===== config.mk =====
export PLATFORM = sky130hd
export DESIGN_NAME = sq_buffer
export DESIGN_NICKNAME = d
export VERILOG_FILES = /design/src/rtl/sq_pkg.sv /design/src/rtl/sq_ctrl.sv /design/src/rtl/sq_datapath.sv /design/src/rtl/sq_buffer.sv
export SDC_FILE = /design/constraint.sdc
export NUM_CORES = 1
export LEC_CHECK = 0
export ABC_AREA = 1
export BUFFER_PORTS_ARGS = -buffer_cell sky130_fd_sc_hd__buf_2
export CORE_UTILIZATION = 30
export CTS_CLUSTER_DIAMETER = 40
export DETAILED_ROUTE_END_ITERATION = 8
export GPL_ROUTABILITY_DRIVEN = 0
export PLACE_DENSITY_LB_ADDON = 0.1
export SYNTH_ARGS = -nofsm -noshare
export SYNTH_HDL_FRONTEND = slang
export SYNTH_SLANG_ARGS = --single-unit

===== constraint.sdc =====
create_clock -name clk -period 3.3 [get_ports clk]
set_input_delay 0 -clock clk [delete_from_list [all_inputs] [get_ports clk]]
set_output_delay 0 -clock clk [all_outputs]
set_load 0.02 [all_outputs]

===== src/rtl/sq_pkg.sv =====
package sq_pkg;
  localparam int NIB  = 4;
  localparam int NIBW = $clog2(NIB);
  localparam int BYTEW = 2 * NIB;

  localparam logic [NIB-1:0] ID_S1 = 4'b0001;
  localparam logic [NIB-1:0] ID_S2 = 4'b0010;
  localparam logic [NIB-1:0] ID_Q  = 4'b0001;

  typedef enum logic [1:0] {TX_NONE = 2'd0, TX_S1 = 2'd1, TX_S2 = 2'd2} txSel_e;

  typedef struct packed {
    logic            wrS1;
    logic            wrS2;
    logic            badId;
    logic            capQ;
    logic            endQ;
    logic            loadTx;
    txSel_e          txSel;
    logic [NIBW-1:0] txIdx;
    logic            clearHist;
    logic            reportAll;
  } sqStrobe_t;
endpackage


===== src/rtl/sq_ctrl.sv =====
module sq_ctrl
  import sq_pkg::*;
#(
  parameter int FRAMES  = 20,
  parameter int S1_BASE = 0,
  parameter int S2_BASE = 10,
  parameter int Q_BASE  = 0,
  localparam int POSW = $clog2(FRAMES)
) (
  input  logic             clk,
  input  logic             rst_n,
  input  logic             modeTransparent,
  input  logic             hostInValid,
  input  logic [NIB-1:0]   hostId,
  input  logic             frameStrobe,
  input  logic [POSW-1:0]  framePos,
  output sqStrobe_t        st
);
  logic modePrev;

  always_ff @(posedge clk) begin
    if (!rst_n) modePrev <= 1'b0;
    else        modePrev <= modeTransparent;
  end

  always_comb begin
    int pos;
    int offS1;
    int offS2;
    int offQ;
    pos   = int'(framePos);
    offS1 = pos - S1_BASE;
    offS2 = pos - S2_BASE;
    offQ  = pos - Q_BASE;
    st = '0;
    st.reportAll = modeTransparent;
    st.clearHist = modeTransparent != modePrev;
    if (hostInValid) begin
      if (hostId == ID_S1)      st.wrS1  = 1'b1;
      else if (hostId == ID_S2) st.wrS2  = 1'b1;
      else                      st.badId = 1'b1;
    end
    if (frameStrobe) begin
      st.loadTx = 1'b1;
      if (offS1 >= 0 && offS1 < NIB) begin
        st.txSel = TX_S1;
        st.txIdx = NIBW'(NIB - 1 - offS1);
      end else if (offS2 >= 0 && offS2 < NIB) begin
        st.txSel = TX_S2;
        st.txIdx = NIBW'(NIB - 1 - offS2);
      end
      if (offQ >= 0 && offQ < NIB - 1) st.capQ = 1'b1;
      if (offQ == NIB - 1)             st.endQ = 1'b1;
    end
  end
endmodule


===== src/rtl/sq_datapath.sv =====
module sq_datapath
  import sq_pkg::*;
(
  input  logic             clk,
  input  logic             rst_n,
  input  sqStrobe_t        st,
  input  logic [NIB-1:0]   hostNibble,
  input  logic             rxQBit,
  output logic             txSBit,
  output logic             hostOutValid,
  output logic [BYTEW-1:0] hostOutByte,
  output logic             errSticky
);
  logic [NIB-1:0] s1Cell, s2Cell, qCell;
  logic [NIB-2:0] qShift;
  logic [NIB-1:0] newWord, histNow;

  assign newWord = {qShift, rxQBit};
  assign histNow = st.clearHist ? '0 : qCell;

  always_ff @(posedge clk) begin
    if (!rst_n) begin
      s1Cell       <= '0;
      s2Cell       <= '0;
      qCell        <= '0;
      qShift       <= '0;
      txSBit       <= 1'b0;
      hostOutValid <= 1'b0;
      hostOutByte  <= '0;
      errSticky    <= 1'b0;
    end else begin
      hostOutValid <= 1'b0;
      if (st.wrS1)  s1Cell    <= hostNibble;
      if (st.wrS2)  s2Cell    <= hostNibble;
      if (st.badId) errSticky <= 1'b1;
      if (st.loadTx) begin
        case (st.txSel)
          TX_S1:   txSBit <= s1Cell[st.txIdx];
          TX_S2:   txSBit <= s2Cell[st.txIdx];
          default: txSBit <= 1'b0;
        endcase
      end
      if (st.capQ) qShift <= {qShift[NIB-3:0], rxQBit};
      if (st.clearHist) qCell <= '0;
      if (st.endQ) begin
        qCell <= newWord;
        if (st.reportAll || newWord != histNow) begin
          hostOutValid <= 1'b1;
          hostOutByte  <= {ID_Q, newWord};
        end
      end
    end
  end
endmodule


===== src/rtl/sq_buffer.sv =====
module sq_buffer
  import sq_pkg::*;
#(
  parameter int FRAMES  = 20,
  parameter int S1_BASE = 0,
  parameter int S2_BASE = 10,
  parameter int Q_BASE  = 0,
  localparam int POSW = $clog2(FRAMES)
) (
  input  logic             clk,
  input  logic             rst_n,
  input  logic             modeTransparent,
  input  logic             hostInValid,
  input  logic [BYTEW-1:0] hostInByte,
  output logic             hostOutValid,
  output logic [BYTEW-1:0] hostOutByte,
  input  logic             frameStrobe,
  input  logic [POSW-1:0]  framePos,
  input  logic             rxQBit,
  output logic             txSBit,
  output logic             errSticky
);
  sqStrobe_t st;

  sq_ctrl #(
    .FRAMES(FRAMES), .S1_BASE(S1_BASE), .S2_BASE(S2_BASE), .Q_BASE(Q_BASE)
  ) u_ctrl (
    .clk(clk), .rst_n(rst_n), .modeTransparent(modeTransparent),
    .hostInValid(hostInValid), .hostId(hostInByte[BYTEW-1:NIB]),
    .frameStrobe(frameStrobe), .framePos(framePos), .st(st)
  );

  sq_datapath u_dp (
    .clk(clk), .rst_n(rst_n), .st(st), .hostNibble(hostInByte[NIB-1:0]),
    .rxQBit(rxQBit), .txSBit(txSBit), .hostOutValid(hostOutValid),
    .hostOutByte(hostOutByte), .errSticky(errSticky)
  );
endmodule


==> summary.md <==
| Metric | Value |
|---|---|
| Worst min path class | in2reg |
| CTS tree | built |
| Final period util | 45.1% |
| Post-cts resize count | 0 |
| CP startpoint | modeTransparent |
| Die Y | 65.3 um |
| Max Root-Sink Buffers | 2 |
| Worst vdd ir | 0.000165 V |
| Drt wl/cell | 10.3 um |
| Startpoint types | input pin |
| CP Capture Type | flop |
| Final setup TNS | 0 ps |
| # hold bufs at CTS | 2 |
| Hold_sp | hostInByte[0] |
| Reg2reg start | u_ctrl.modePrev |
| Total number of vias | 1117 |
| Routed Wire Length | 2550 um |
| 1st-pass router iterations | 4 |
| First-pass GRT wire length | 4420 um |
| Initial Utilization | 32.2% |
| Overall Power | 542 uW |
| Area contributors post-synth | dfxtp_1, nand2_1, inv_1, nand3_1, a21oi_1 |
| Worst path slowest cell | dlygate4sd3_1 |
| IO Pins | 30 |
| Grt ovf | 0 |
| Final max-slew violation count | 0 |
| PortBufs | 26 |
| Yosys cell types | 22 |
| Reg2Reg Setup Slack | 1840 ps |
| Clk_lat worst skew | 260 ps |
| Critical Path Most Common Cell | nand2_2 |
| Htree depth | 1 |
| Yosys top cell area share | 39.9% |
| Post-CTS setup buffers | 0 |
| Initial DRC count | 46 |
| Layout cells sized above 1 | 21.0% |
| Final Setup Violations | 0 |
| Die Span X | 65.3 um |
| Hold worst-path end | u_dp.s2Cell[0] |
| Fin crit period | 1490 ps |
| P_leak | 0.000707 uW |
| Pwr dens | 378 nW/um2 |
| Core Footprint | 3740 um2 |
| Synthesized cell area | 1200 um2 |
| Worst r2r dst | u_dp.hostOutByte[2] |
| Synth top cells by count | nand2_1, inv_1, dfxtp_1 |
| Die area | 4270 um2 |
| WHS | 30.0 ps |
| ANT cells | 0 |
| Post-DP HPWL | 2020 um |
| Top_reg_cell synth | dfxtp_1 |
| Syn Inst Count | 172 |
| Worst hold path stage count | 3 |
| FMAX | 671 MHz |
| Placed cells | 243 |
| DR vias/cell | 4.50 |
| Area growth, synth to finish | 19.0% |
| Area leader, netlist | dfxtp_1 |
| CP Max Fanout | 6 |
| Crit path DAT | 1650 ps |
| Reg2Reg Depth | 11 |
| Sequential area share after synthesis | 39.9% |
| Worst Path Required | 3460 ps |
| Worst-path clk slew | 80 ps |
| Crit-path cells | dlygate4sd3_1 -> buf_2 -> inv_1 -> nand2_2 -> nand2_2 -> nor2_2 -> xor2_1 -> a21oi_1 -> nand4_1 -> nand2_2 -> nor2_4 -> nand2_1 -> nand2_1 |
| RSZ-0062 raised after global routing | no |
| Final setup skew | 3.20 ps |
| CTS Root Cell | clkbuf_8 |
| CTS buffer count | 3 |
| Setup WS pre-CTS | 1820 ps |
| Number of fill cells | 432 |
| Vias in the first global route | 1057 |
| Status | completed |
| # Max-Cap Violations | 0 |
| Final routed DRC violation total | 0 |
| Non-filler cells, final | 248 |
| Nets | 223 |
| Final Hold Viols | 0 |
| Min setup slack post-route | 1810 ps |
| Critical path class | in2reg |
| Max incr delay on CP | 530 ps |
| Initial antenna violation count | 0 |
| YS warnings | 0 |
| Largest net degree at the start of global routing | 21 |
| FP Rows | 22 |
| Avg Synthesized Cell Area | 7.00 um2 |
| EDFF count, synth | 0 |
| Clock sinks | 24 |
| Count leader, synth | nand2_1 |
| ANT nets after route | 0 |
| GR Util All Layers | 13.3% |
| FF+latch count, synth | 24 |
| Share of flip-flops with an asynchronous set or reset | 0% |
==> sequential cells by signal, summed over array words and instances, names as in the netlist <==
name and cells:
u_ctrl.modePrev 1, u_dp.s1Cell 4, u_dp.txSBit 1, u_dp.s2Cell 4, u_dp.hostOutValid 1, u_dp.hostOutByte 5
u_dp.qCell 4, u_dp.qShift 3, u_dp.errSticky 1
==> placed cells by master, fill, tap and decap left out, drive strengths merged, types with 3 or more instances in the layout <==
| cell | count |
|---|---|
| nand2 | 36 |
| inv | 30 |
| buf | 26 |
| dfxtp | 24 |
| nand3 | 18 |
| o21ai | 16 |
| a21oi | 16 |
| nor2 | 16 |
| conb | 3 |
| clkbuf | 3 |
==> per-stage QoR <==
step,instance area (um2),util [%]
floorplan,1210,-
global placement,1370,36.6
detailed placement,1370,36.6
CTS,1430,38.3
global route,1430,38.3
finish,1430,38.3
==> report_power, final <==
group          switching [uW]  internal, uW  leakage, uW  total [uW]
clock                    88.2          81.5    0.0000216         170
combinational            46.7          26.7     0.000490        73.5
sequential               2.93           295     0.000195         298
total                     138           404     0.000707         542
==> cell families after synthesis <==
kind of cell | share of synthesized area [%]
compound gates | 13.9
xor+xnor | 1.46
fa+ha+maj | 2.08
buf+inv | 11.9
flops | 39.9
other cells | 0.312
simple gates | 30.5
==> area by class of cell <==
class / count / area (um2) / share of cell area (%)
Sequential cell: 24 / 480 / 33.5
Inverter: 30 / 113 / 7.86
Clock buffer: 3 / 41.3 / 2.88
Multi-Input combinational cell: 115 / 588 / 41.0
Tap cell: 48 / 60.1 / 4.19
Timing Repair Buffer: 28 / 150 / 10.5
==> layer usage <==
metal | GRT usage, % | share of wire [%] | vias to the layer above | wire [um]
li1 | - | - | 597 | -
met3 | 3.65 | 4.2 | 2 | 108
met4 | 4.08 | 0.75 | 0 | 19
met2 | 23.8 | 48 | 27 | 1210
met1 | 15.3 | 47 | 491 | 1210
met5 | 0 | 0 | - | 0
==> critical path, delay by kind of cell <==
| family | cells | cell delay [ps] |
|---|---|---|
| xor gates and xnor gates | 1 | 140 |
| and+or+nand+nor | 8 | 670 |
| AOI/OAI and AO/OA | 1 | 110 |
| buffers and inverters | 3 | 730 |
==> how the worst max path moves through the flow <==
| stage | to | cells after the start |
|---|---|---|
| CTS | u_dp.hostOutByte[2] | 13 |
| finish | u_dp.hostOutByte[2] | 13 |
| global placement | u_dp.hostOutByte[3] | 11 |
| detailed placement | u_dp.hostOutByte[2] | 11 |
| floorplan | u_dp.hostOutByte[1] | 11 |
| global route | u_dp.hostOutByte[3] | 11 |
No activity file was read; power rests on OpenSTA's default activity.
